$ cat src/rtl/memdec_pkg.sv
package memdec_pkg;
  typedef struct packed {
    logic ram_rd;
    logic ram_wr;
    logic rom_hit;
    logic memw;
  } memdec_hits_t;

  function automatic int unsigned clamp_shrink(input int unsigned req, input int unsigned max_s);
    return (req > max_s) ? max_s : req;
  endfunction
endpackage

$ cat src/rtl/memdec_ram_dec.sv
module memdec_ram_dec #(
  parameter int ADDR_W     = 16,
  parameter int BLK_W      = 10,
  parameter int MAX_SHRINK = 2,
  localparam int TAG_W     = ADDR_W - BLK_W,
  localparam int SZ_W      = $clog2(MAX_SHRINK + 1)
) (
  input  logic [ADDR_W-1:0] addr,
  input  logic [TAG_W-1:0]  base,
  input  logic [SZ_W-1:0]   size_sel,
  input  logic              enable,
  output logic              match
);
  import memdec_pkg::*;

  logic [MAX_SHRINK-1:0] bit_bad;
  int unsigned           shrink;

  assign shrink = clamp_shrink(int'(size_sel), MAX_SHRINK);

  for (genvar i = 0; i < MAX_SHRINK; i++) begin : g_size
    assign bit_bad[i] = (i < shrink) && addr[BLK_W-1-i];
  end

  assign match = enable && (addr[ADDR_W-1:BLK_W] == base) && !(|bit_bad);
endmodule

$ cat src/rtl/memdec_rom_dec.sv
module memdec_rom_dec #(
  parameter int ADDR_W    = 16,
  parameter int BLK_W     = 11,
  parameter int DEV_W     = 10,
  localparam int TAG_W    = ADDR_W - BLK_W,
  localparam int NDEV     = 1 << (BLK_W - DEV_W)
) (
  input  logic [ADDR_W-1:0] addr,
  input  logic [TAG_W-1:0]  base,
  input  logic              enable,
  output logic              hit,
  output logic [NDEV-1:0]   dev_sel
);
  assign hit = enable && (addr[ADDR_W-1:BLK_W] == base);

  for (genvar d = 0; d < NDEV; d++) begin : g_dev
    assign dev_sel[d] = hit && (addr[BLK_W-1:DEV_W] == (BLK_W-DEV_W)'(d));
  end
endmodule

$ cat src/rtl/memdec_wait.sv
module memdec_wait (
  input  logic clk,
  input  logic rst,
  input  logic ph2_en,
  input  logic sync,
  input  logic rom_hit,
  input  logic ext_rdy_a,
  input  logic ext_rdy_b,
  output logic cpu_rdy
);
  logic served_q;
  logic wait_req;
  logic rdy_q;

  assign wait_req = rom_hit && !served_q;

  always_ff @(posedge clk) begin
    if (rst) begin
      served_q <= 1'b0;
      rdy_q    <= 1'b1;
    end else begin
      if (sync)
        served_q <= 1'b0;
      else if (ph2_en && wait_req)
        served_q <= 1'b1;
      if (ph2_en)
        rdy_q <= ext_rdy_a && ext_rdy_b && !wait_req;
    end
  end

  assign cpu_rdy = rdy_q;

  AST_RDY_HOLD: assert property (@(posedge clk) disable iff (rst)
    !ph2_en |=> $stable(cpu_rdy));
  AST_WAIT_SAMPLED: assert property (@(posedge clk) disable iff (rst)
    (ph2_en && wait_req) |=> !cpu_rdy);
endmodule

$ cat src/rtl/memdec_top.sv
module memdec_top #(
  parameter int ADDR_W      = 16,
  parameter int ROM_BLK_W   = 11,
  parameter int ROM_DEV_W   = 10,
  parameter int RAM_BLK_W   = 10,
  parameter int RAM_SHRINK  = 2,
  localparam int ROM_TAG_W  = ADDR_W - ROM_BLK_W,
  localparam int RAM_TAG_W  = ADDR_W - RAM_BLK_W,
  localparam int ROM_NDEV   = 1 << (ROM_BLK_W - ROM_DEV_W),
  localparam int SZ_W       = $clog2(RAM_SHRINK + 1)
) (
  input  logic                 clk,
  input  logic                 rst,
  input  logic [ADDR_W-1:0]    addr,
  input  logic                 st_memrd,
  input  logic                 st_out,
  input  logic                 rd_strb,
  input  logic                 wr_n,
  input  logic                 sync,
  input  logic                 ph2_en,
  input  logic [ROM_TAG_W-1:0] rom_base,
  input  logic [RAM_TAG_W-1:0] ram_base,
  input  logic [SZ_W-1:0]      ram_size,
  input  logic                 rom_dis,
  input  logic                 jump_busy,
  input  logic                 ram_cfg_dis,
  input  logic                 ram_ext_dis_n,
  input  logic                 ext_rdy_a,
  input  logic                 ext_rdy_b,
  output logic [ROM_NDEV-1:0]  rom_cs,
  output logic                 ram_cs,
  output logic                 ram_we,
  output logic                 mem_wr,
  output logic                 cpu_rdy,
  output logic                 inbuf_dis
);
  import memdec_pkg::*;

  memdec_hits_t       hits;
  logic               ram_match;
  logic               rom_en;
  logic               rom_hit;
  logic [ROM_NDEV-1:0] rom_dev;
  logic               rd_cycle;

  assign rd_cycle = st_memrd && rd_strb;
  assign rom_en   = rd_cycle && !rom_dis && !jump_busy;

  memdec_ram_dec #(
    .ADDR_W(ADDR_W), .BLK_W(RAM_BLK_W), .MAX_SHRINK(RAM_SHRINK)
  ) u_ram_dec (
    .addr(addr), .base(ram_base), .size_sel(ram_size),
    .enable(!ram_cfg_dis && ram_ext_dis_n), .match(ram_match)
  );

  memdec_rom_dec #(
    .ADDR_W(ADDR_W), .BLK_W(ROM_BLK_W), .DEV_W(ROM_DEV_W)
  ) u_rom_dec (
    .addr(addr), .base(rom_base), .enable(rom_en),
    .hit(rom_hit), .dev_sel(rom_dev)
  );

  always_comb begin
    hits.memw    = !wr_n && !st_out;
    hits.ram_rd  = ram_match && rd_cycle;
    hits.ram_wr  = ram_match && hits.memw;
    hits.rom_hit = rom_hit;
  end

  always_ff @(posedge clk) begin
    if (rst) begin
      rom_cs    <= '0;
      ram_cs    <= 1'b0;
      ram_we    <= 1'b0;
      mem_wr    <= 1'b0;
      inbuf_dis <= 1'b0;
    end else begin
      rom_cs    <= rom_dev;
      ram_cs    <= hits.ram_rd || hits.ram_wr;
      ram_we    <= hits.ram_wr;
      mem_wr    <= hits.memw;
      inbuf_dis <= hits.rom_hit || hits.ram_rd;
    end
  end

  memdec_wait u_wait (
    .clk(clk), .rst(rst), .ph2_en(ph2_en), .sync(sync),
    .rom_hit(rom_hit), .ext_rdy_a(ext_rdy_a), .ext_rdy_b(ext_rdy_b),
    .cpu_rdy(cpu_rdy)
  );

  AST_ROM_ONEHOT: assert property (@(posedge clk) disable iff (rst)
    $onehot0(rom_cs));
  AST_ROM_GATED: assert property (@(posedge clk) disable iff (rst)
    (rom_dis || jump_busy || !rd_strb) |=> (rom_cs == '0));
  AST_WE_HAS_CS: assert property (@(posedge clk) disable iff (rst)
    ram_we |-> ram_cs);
  AST_RAM_OFF: assert property (@(posedge clk) disable iff (rst)
    (ram_cfg_dis || !ram_ext_dis_n) |=> !ram_cs);
  AST_MEMWR_IO: assert property (@(posedge clk) disable iff (rst)
    (st_out || wr_n) |=> !mem_wr);
  AST_EXT_HOLD: assert property (@(posedge clk) disable iff (rst)
    (ph2_en && !(ext_rdy_a && ext_rdy_b)) |=> !cpu_rdy);
  AST_ROM_BUFOFF: assert property (@(posedge clk) disable iff (rst)
    (|rom_cs) |-> inbuf_dis);
endmodule

$ cat config.mk
export PLATFORM = sky130hd
export DESIGN_NAME = memdec_top
export DESIGN_NICKNAME = d
export VERILOG_FILES = /design/src/rtl/memdec_pkg.sv /design/src/rtl/memdec_ram_dec.sv /design/src/rtl/memdec_rom_dec.sv /design/src/rtl/memdec_wait.sv /design/src/rtl/memdec_top.sv
export SDC_FILE = /design/constraint.sdc
export NUM_CORES = 1
export LEC_CHECK = 0
export CORE_UTILIZATION = 23
export CTS_BUF_LIST = sky130_fd_sc_hd__clkbuf_16
export CTS_CLUSTER_DIAMETER = 120
export DETAILED_ROUTE_END_ITERATION = 8
export GPL_ROUTABILITY_DRIVEN = 0
export GPL_TIMING_DRIVEN = 0
export PLACE_DENSITY = 0.83
export SYNTH_ARGS = -nofsm -noshare
export SYNTH_HDL_FRONTEND = slang
export SYNTH_SLANG_ARGS = --single-unit
$ cat constraint.sdc
create_clock -name clk -period 1.6 [get_ports clk]
set_input_delay 0.4 -clock clk [delete_from_list [all_inputs] [get_ports clk]]
set_output_delay 0.4 -clock clk [all_outputs]
set_load 0.02 [all_outputs]
==> impl_results.md, run 1 <==
* CTS tree: yes
* CTS clk-pin slew, worst paths at 0.03 ns
* Most common cell in the netlist: dfxtp_1
* Clock skew at 0.0000473 ns
* Total GRT Usage at 0.152
* Chip Height at 45.2 um
* Syn_area_per_cell at 8.58 um^2
* Clock tree buffer depth at 2
* Overall Power at 0.777 mW
* Peak supply drop at 343 uV
* Initial DRC count at 7
* Final core occ at 0.570
* Synth top area cells: dfxtp_1 37%, xor2_1 14%, xnor2_1 8.2%
* Area of the multi-input gates at 267 um^2
* Chip width at 45.2 um
* Root buffer cell: clkbuf_16
* Routed Antenna Nets at 0
* Worst-Margin Slew at 0.348 ns
* Mapped Nets at 93
* Die Area at 2040 um^2
* Status: complete, but fails checks
* TritonCTS Buffers at 3
* Final Hold Viols at 0
* Port-buffer cells at 40
* Min Tclk post-route at 1.67 ns
* Type of element capturing the critical path: flop
* Htree depth at 1
* Failing checks: negative setup slack
* Max-slew violations at 0
* DRC viols at 0
* Crit path launch: rom_base[2]
* Synthesized instance count at 50
* Vias in the first global route at 552
* Pleak at 0.413 nW
* Post-DP HPWL at 1.07 mm
* Grt peak-use layer: met2
* # nets final at 146
* Initial antenna violation count at 0
* Share of layout cells above drive strength 1 at 0.208
* Met3 Use GR at 0.0360
* Max frequency at 599 MHz
* Initial core utilization at 0.246
* Synth area leader: dfxtp_1
* Critical path arrival at 1.82 ns
* EDFF count, synth at 0
* Drt wl/cell at 10.8 um
* Register area at 160 um^2
* Largest net degree at the start of global routing at 9
* Cell Rows at 15
* Critical Path Start Type: input pin
* Latest clock arrival within the worst-skew pair at 0.23 ns
* Post-Syn Area at 429 um^2
* Register-to-register setup slack at 0.73 ns
* Layout area overhead at 132%
* Pre-Repair DR Iteration Count at 2
* Post-synth top cells: 8 x dfxtp_1, 7 x xor2_1, 6 x nor2_1, 4 x nand2_1, 4 x xnor2_1
* Yosys reg bits at 8
* Core area at 1750 um^2
* Fill count at 163
* Register area share after synthesis at 0.373
* Congestion Overflow GR at 0
* Ant. Diodes at 0
* Yosys cell types at 20
* Worst Hold Class: flop to flop
* Period utilisation layout at 1.04
* Mean number of vias per cell at 4.24
* # setup viols final at 1
* CTS Sinks at 8
* Total power divided by cell area at 781 nW/um^2
* Critical path type: input pin to flop
* Grt met2 use at 0.304
* First-pass GRT wire length at 2.16 mm
* Routed WL at 1.37 mm
* # IOs at 50
* Hold WS at 0.472 ns
* Yosys Warn Count at 0
* Routed via count at 534
* RSZ-0062 raised after global routing: yes
* Max_slew headroom at 0.768
* Ys async rst share at 0
* CP required at 1.75 ns
* Reg2reg start: u_wait.served_q$_SDFFE_PP0P_
* Max Cap Viol at 0
* Synth Flop Type: dfxtp_1
* Crit-path max FO at 3
* Post-Place Worst Slack at -0.587 ns
* Worst Hold Launch: u_wait.cpu_rdy$_SDFFE_PP1P_
* Synth top area share at 0.373
* GR met1 Demand/Resource at 0.139
* Setup ws final at -0.0691 ns
## critical path: stages
cell and delay (ns):
buf_6 0.09, xor2_1 0.14, or4_4 0.43, or4_4 0.54
a211oi_2 0.21
## repair_timing
item | 4_1_cts | 5_1_grt
pin swaps | 8 | 4
hold buffers | 0 | 0
gates resized for setup | 31 | 2
setup buffers | 8 | 0
setup endpoints to repair | 7 | 6
## power by group
| part | total (mW) | leakage, nW | switching, mW | internal, mW |
|---|---|---|---|---|
| clock | 0.410 | 0.0370 | 0.0889 | 0.321 |
| combinational | 0.162 | 0.312 | 0.0568 | 0.105 |
| sequential | 0.205 | 0.0649 | 0.00135 | 0.204 |
## cell type report
type | count | share of cell area
Timing Repair Buffer | 48 | 0.449
Tap cell | 25 | 0.0314
Multi-Input combinational cell | 38 | 0.268
Inverter | 3 | 0.0113
Buffer | 1 | 0.00377
Sequential cell | 8 | 0.161
Clock buffer | 3 | 0.0755
## final timing paths
| check | end | depth (start not counted) |
|---|---|---|
| setup / recovery | u_wait.served_q$_SDFFE_PP0P_ | 5 |
| hold / removal | u_wait.cpu_rdy$_SDFFE_PP1P_ | 2 |
| setup reg to reg | u_wait.cpu_rdy$_SDFFE_PP1P_ | 2 |
| hold reg to reg | u_wait.cpu_rdy$_SDFFE_PP1P_ | 2 |
## logic make-up (layout without fill, tap and decap cells)
| logic type | after synthesis | after routing | synth area share |
|---|---|---|---|
| buffers and inverters | 4 | 55 | 0.0350 |
| flip-flops | 8 | 8 | 0.373 |
| AO/OA/AOI/OAI | 6 | 6 | 0.111 |
| XOR/XNOR | 11 | 11 | 0.224 |
| AND/OR/NAND/NOR | 21 | 21 | 0.257 |
## flip-flops by register name, summed over array words and instances (netlist names)
name / cells
rom_cs: 2
u_wait.cpu_rdy: 1
u_wait.served_q: 1
mem_wr: 1
inbuf_dis: 1
ram_cs: 1
ram_we: 1
## layout by cell type, fill, tap and decap left out
cell type        synthesis  layout
nor3_1                   3       3
nor2_1                   6       6
inv_1                    3       3
o21a_1                   1       1
nand4_1                  2       2
clkdlybuf4s50_1          0      27
clkbuf_16                0       3
buf_6                    0       2
xor2_1                   7       7
clkdlybuf4s15_1          0       1
o41ai_1                  1       1
nor3b_1                  1       1
nor4_1                   1       1
buf_2                    0       3
or3_1                    1       1
or4_4                    1       2
clkbuf_1                 1       1
a211oi_2                 1       1
and3_1                   1       1
dfxtp_1                  8       8
nand2_2                  0       1
dlymetal6s2s_1           0       2
a21oi_1                  2       2
xnor2_1                  4       4
nand2_1                  4       3
a2111oi_2                0       1
buf_4                    0       8
dlygate4sd2_1            0       5
## per-stage QoR
stage	setup TNS, ns	instances	cell area [um^2]
after global placement	-2.75	115	861
after floorplan	-0.0455	50	429
after detailed placement	-2.87	115	861
final	-0.0691	126	995
after CTS	-0.0365	126	990
after global routing	-0.266	126	995
## metal layers
layer | share of wire | vias to the layer above
met3 | 0.048 | 0
met1 | 0.33 | 235
li1 | - | 276
met5 | 0 | -
met2 | 0.62 | 23
met4 | 0 | 0
No activity file was read; power rests on OpenSTA's default activity.
==> run 2: changes to the inputs <==
- CORE_UTILIZATION: 23 -> 26
- PLACE_DENSITY: 0.83 -> 0.88
- clock period: 1.6 -> 1.9 ns (I/O delays scaled with it)
==> run 2 against run 1 <==
Net effect: the flow now finishes without violations; critical path depth unchanged; sequential share of layout area increased by 0.85 points; cell count decreased by 12%; clock skew about the same.
==> impl_results.md, run 2 (synthesis gave the netlist of run 1 again) <==
* RSZ-0062 raised after global routing: yes
* Fill count at 144 (-12%)
* CP required at 2.05 ns (+0.30 ns)
* Core area at 1520 um^2 (-13%)
* Share of layout cells above drive strength 1 at 0.105 (-0.103)
* Crit path buf inv count at 1 (unchanged)
* Register with the most flip-flops: rom_cs
* FF-to-FF End: u_wait.cpu_rdy$_SDFFE_PP1P_
* Port-buffer cells at 40 (unchanged)
* Max reg flops at 2 (unchanged)
* Cell Rows at 14 (-1)
* Register-to-register setup slack at 1.01 ns (+0.28 ns)
* Initial core utilization at 0.282 (+0.0357)
* Status: finished, final reports clean
* Total GRT Usage at 0.136 (-0.0159)
* Pleak at 0.365 nW (-12%)
* Worst Hold Class: flop to flop
* DRC viols at 0 (unchanged)
* Critical path type: input pin to flop
* Worst path cell trace: clkdlybuf4s50_1, xnor2_1, nand2_1, or4_4, a211oi_2
* # setup viols final at 0 (-1)
* Cell depth of the worst setup path at 5 (unchanged)
* Area of the multi-input gates at 267 um^2 (unchanged)
* CTS clk-pin slew, worst paths at 0.03 ns (about the same)
* Total power divided by cell area at 683 nW/um^2 (-13%)
* Critical Path Start Type: input pin
* Initial DRC count at 10 (+3)
* # nets final at 140 (-4.1%)
* Crit-path max FO at 3 (unchanged)
* First-pass GRT wire length at 1.84 mm (-15%)
* Crit path launch: addr[11]
* Mean number of vias per cell at 4.74 (+12%)
* Peak supply drop at 281 uV (-18%)
* Hold path cells at 2 (unchanged)
* Routed Antenna Nets at 0 (unchanged)
* Placed standard-cell area at 850 um^2 (-1.3%)
* Final instance area at 945 um^2 (-5.0%)
* Sum Neg Setup Slack at 0 ns (+0.0691 ns)
* Latest clock arrival within the worst-skew pair at 0.23 ns (about the same)
* Pre-Repair DR Iteration Count at 2 (unchanged)
* Clock skew at 0.0000831 ns (+0.0000357 ns)
* CTS Sinks at 8 (unchanged)
* Die Area at 1820 um^2 (-11%)
* Leading cell type in the layout, fill and taps excluded: clkdlybuf4s50_1
* Congestion Overflow GR at 0 (unchanged)
* CTS tree: yes
* Largest net degree at the start of global routing at 9 (unchanged)
* Register area at 160 um^2 (unchanged)
* Reg2reg start: u_wait.served_q$_SDFFE_PP0P_
* Htree depth at 1 (unchanged)
* Drt wl/cell at 10.2 um (-6.1%)
* Critical path arrival at 1.96 ns (+0.14 ns)
* Type of element capturing the critical path: flop
* Max Cap Viol at 0 (unchanged)
* Worst Setup EP: u_wait.served_q$_SDFFE_PP0P_
* Worst reg-to-reg path cell count at 2 (unchanged)
* Min Tclk post-route at 1.81 ns
* Layout area overhead at 120%
* Period utilisation layout at 0.954
* # IOs at 50 (unchanged)
* Vias in the first global route at 497 (-10%)
* Final Hold Viols at 0 (unchanged)
* Initial antenna violation count at 0 (unchanged)
* Worst-Margin Slew at 0.354 ns (+0.00597 ns)
* Max_slew headroom at 0.764 (-0.00443)
* Routed via count at 526 (-1.5%)
* Slowest stage delay, CP at 0.52 ns (-0.02 ns)
* Chip Height at 42.6 um (-5.7%)
* Max-slew violations at 0 (unchanged)
* CP max-delay cell: or4_4
* Routed WL at 1.13 mm (-17%)
* TritonCTS Buffers at 3 (unchanged)
* Top delay family on crit path: simple AND/OR/NAND/NOR gates
* Chip width at 42.6 um (-5.7%)
* Commonest cells after routing, fill and taps aside: 34 x clkdlybuf4s50_1, 8 x dfxtp_1, 7 x xor2_1
* Ant. Diodes at 0 (unchanged)
* Clock tree buffer depth at 2 (unchanged)
* Root buffer cell: clkbuf_16
* Max frequency at 552 MHz
[run 2: cell count changes in the layout (fill, tap and decap cells not counted), sizes merged]
cell	previous run	this run
buf	13	2
clkdlybuf4s50	27	34
dlymetal6s2s	2	0
clkdlybuf4s15	1	0
dlygate4sd2	5	6
[run 2: final cells by class]
class,count,area share
multi-input cells,38,0.282
plain buffers,1,0.00397
repair buffers,42,0.432
flip-flops and latches,8,0.170
inverters,3,0.0119
well taps,16,0.0212
clock buffers,3,0.0795
[run 2: per-layer routing]
metal / global-route usage / wire [um] / up-vias
li1: - / - / 263
met1: 0.139 / 431 / 234
met2: 0.236 / 619 / 29
met3: 0.0474 / 80 / 0
met4: 0.0750 / 0 / 0
met5: 0 / 0 / -
[run 2: tightest hold or removal path, cell delays in order, from the launching register on]
cell and delay [ns]:
dfxtp_1 0.32, a21oi_1 0.06, nand2_1 0.05
[run 2: what timing repair did]
item	CTS	global route
setup endpoints to repair	3	2
setup buffers	2	0
pin swaps	4	2
hold buffers	0	0
gates resized for setup	9	1
[run 2: power by group]
part | internal [mW] | switching [mW] | leakage (nW) | total, mW
registers | 0.172 | 0.00106 | 0.0649 | 0.173
logic | 0.0815 | 0.0443 | 0.263 | 0.126
clock network | 0.271 | 0.0762 | 0.0370 | 0.347
[run 2: through the flow]
step	power, mW	hold slack, ns	utilization	setup slack [ns]	std cells
floorplan	0.214	0.435	-	0.179	50
CTS	0.648	0.475	0.617	0.00341	111
finish	0.645	0.473	0.620	0.0881	111
global route	0.673	0.502	0.620	-0.000361	111
global placement	0.297	0.448	0.557	-0.334	106
detailed placement	0.300	0.466	0.557	-0.362	106
[run 2: worst min path at each step]
stage,start,end,slack [ns]
floorplan,u_wait.served_q$_SDFFE_PP0P_,u_wait.served_q$_SDFFE_PP0P_,0.43
global placement,u_wait.cpu_rdy$_SDFFE_PP1P_,u_wait.cpu_rdy$_SDFFE_PP1P_,0.45
finish,u_wait.cpu_rdy$_SDFFE_PP1P_,u_wait.cpu_rdy$_SDFFE_PP1P_,0.47
CTS,u_wait.cpu_rdy$_SDFFE_PP1P_,u_wait.cpu_rdy$_SDFFE_PP1P_,0.48
global route,u_wait.cpu_rdy$_SDFFE_PP1P_,u_wait.cpu_rdy$_SDFFE_PP1P_,0.50
detailed placement,u_wait.served_q$_SDFFE_PP0P_,u_wait.served_q$_SDFFE_PP0P_,0.47
==> run 3: changes to the inputs <==
- CORE_UTILIZATION: 26 -> 28
- HOLD_SLACK_MARGIN: default -> 0.1
- PLACE_DENSITY: 0.88 -> default
- PLACE_DENSITY_LB_ADDON: default -> 0.08
- clock period: 1.9 -> 2.3 ns (I/O delays scaled with it)
==> run 3 against run 2 <==
Net effect: worst setup slack better by 0.097 ns; via count down 4.9%; power down 17%; register-to-register slack better by 0.42 ns; cell area down 2.3%; sequential cell count unchanged; sequential power down 17%; cell count down 2.7%; clock power down 17%; clock skew about the same; hold slack worse by 0.010 ns; highest routed layer unchanged.
==> impl_results.md, run 3 (synthesis gave the netlist of run 1 again) <==
* Hold buffers post-CTS at 0 (unchanged)
* CP required at 2.45 ns (+0.40 ns)
* Pre-Repair DR Iteration Count at 4 (+2)
* Register area at 160 um^2 (unchanged)
* Post-DP HPWL at 966 um
* Postcts setup bufs at 0 (-2)
* Layout area overhead at 115%
* Post-Layout Cell Count at 108 (-2.7%)
* CTS Sinks at 8 (unchanged)
* Critical path arrival at 2.27 ns (+0.31 ns)
* Status: finished, final reports clean
* Port-buffer cells at 40 (unchanged)
* Chip width at 41.2 um (-3.5%)
* Worst Hold Class: flop to flop
* Routed Antenna Nets at 0 (unchanged)
* GR met1 Demand/Resource at 0.180 (+0.0410)
* Worst-Margin Slew at 0.641 ns (+0.287 ns)
* TritonCTS Buffers at 3 (unchanged)
* Initial antenna violation count at 0 (unchanged)
* Critical path type: input pin to flop
* Pleak at 0.345 nW (-5.4%)
* Met3 Use GR at 0.0217 (-0.0257)
* Crit-path max FO at 3 (unchanged)
* Max frequency at 473 MHz
* Largest net degree at the start of global routing at 9 (unchanged)
* Grt peak-use layer: met2
* RSZ-0062 raised after global routing: no
* Critical Path Start Type: input pin
* Area of the multi-input gates at 254 um^2 (-4.7%)
* Ant. Diodes at 0 (unchanged)
* Latest clock arrival within the worst-skew pair at 0.23 ns (about the same)
* Post-Place Worst Slack at -0.0640 ns (+0.298 ns)
* Peak supply drop at 292 uV (+4.0%)
* Max_slew headroom at 0.562 (-0.202)
* Chip Height at 41.2 um (-3.5%)
* Slowest stage delay, CP at 0.50 ns (-0.02 ns)
* Share of layout cells above drive strength 1 at 0.0538 (-0.0515)
* # setup viols final at 0 (unchanged)
* Leading cell type in the layout, fill and taps excluded: clkdlybuf4s50_1
* Root buffer cell: clkbuf_16
* Register-to-register setup slack at 1.43 ns (+0.42 ns)
* DRC viols at 0 (unchanged)
* Htree depth at 1 (unchanged)
* Max-slew violations at 0 (unchanged)
* Drt wl/cell at 10.5 um (+3.1%)
* Final Hold Viols at 0 (unchanged)
* Register with the most flip-flops: rom_cs
* CP max-delay cell: or4_4
* Final core occ at 0.676 (+0.0560)
* Grt met2 use at 0.258 (+0.0214)
* Die Area at 1690 um^2 (-6.8%)
* Post-CTS resize count at 0 (-9)
* Vias in the first global route at 430 (-13%)
* # nets final at 138 (-1.4%)
* Setup ws final at 0.185 ns (+0.0970 ns)
* Cell Rows at 13 (-1)
* Hold WS at 0.463 ns (-0.0103 ns)
* Commonest cells after routing, fill and taps aside: 40 x clkdlybuf4s50_1, 8 x dfxtp_1, 7 x xor2_1
* Routed WL at 1.13 mm (+0.35%)
* Worst path cell trace: clkdlybuf4s50_1, nand2_1, or4_4, or4_1, a211oi_2
* Type of element capturing the critical path: flop
* Clock tree buffer depth at 2 (unchanged)
* CTS tree: yes
* First-pass GRT wire length at 1.66 mm (-9.8%)
* Dpl cells at 105 (-0.94%)
* Period utilisation layout at 0.920
* # IOs at 50 (unchanged)
* Total GRT Usage at 0.150 (+0.0142)
* Core area at 1370 um^2 (-10%)
* Min Tclk post-route at 2.11 ns
* Clock skew at 0.0000409 ns (-0.0000421 ns)
* Initial DRC count at 7 (-3)
* CTS clk-pin slew, worst paths at 0.04 ns (about the same)
* Fill count at 112 (-22%)
* Mean number of vias per cell at 4.63 (-2.3%)
* Max reg flops at 2 (unchanged)
* Congestion Overflow GR at 0 (unchanged)
* Initial core utilization at 0.314 (+0.0325)
* Routed via count at 500 (-4.9%)
* Max Cap Viol at 0 (unchanged)
* Overall Power at 0.533 mW (-17%)
* Total power divided by cell area at 577 nW/um^2 (-16%)
[run 3: changes by cell type in the layout (fill, tap and decap cells not counted)]
cell             delta
nand2_2             -1
a2111oi_0           +1
a2111oi_2           -1
or4_1               +1
nand2_1             +1
or4_4               -1
buf_4               -2
dlygate4sd2_1       -6
clkdlybuf4s50_1     +6
[run 3: path summary, 6_finish.rpt]
path | from | end | cells after the start
setup reg to reg | u_wait.served_q$_SDFFE_PP0P_ | u_wait.cpu_rdy$_SDFFE_PP1P_ | 2
setup / recovery | st_memrd | u_wait.served_q$_SDFFE_PP0P_ | 5
hold / removal | u_wait.served_q$_SDFFE_PP0P_ | u_wait.served_q$_SDFFE_PP0P_ | 2
hold reg to reg | u_wait.served_q$_SDFFE_PP0P_ | u_wait.served_q$_SDFFE_PP0P_ | 2
[run 3: final cells by class]
type                            instances  area share
Timing Repair Buffer                   40       0.434
Tap cell                               15      0.0203
Inverter                                3      0.0122
Sequential cell                         8       0.173
Clock buffer                            3      0.0813
Multi-Input combinational cell         38       0.275
Buffer                                  1     0.00407
[run 3: metrics by stage]
stage | setup TNS [ns] | cell area [um^2]
2_1_floorplan | 0 | 429
3_5_place_dp | -0.0640 | 848
4_1_cts | 0 | 923
5_1_grt | 0 | 923
6_report | 0 | 923
3_3_place_gp | -0.0488 | 848
[run 3: layer usage]
metal  vias to the layer above  part of all wire  wire (um)
met5                         -                 0          0
met4                         0                 0          0
met3                         0             0.091        103
met2                        30              0.48        544
met1                       209              0.43        486
li1                        261                 -          -
[run 3: report_power, final]
part           total, mW  leakage [nW]  switching (mW)  internal [mW]
Sequential         0.143        0.0649         0.00112          0.142
Combinational      0.102         0.243          0.0337         0.0681
Clock              0.288        0.0370          0.0645          0.224
Total              0.533         0.345          0.0994          0.434
[run 3: critical path: cells and delay by family]
kind	cells	cell delay, ns
and+or+nand+nor	3	1.02
buffers and inverters	1	0.45
AOI/OAI and AO/OA	1	0.21
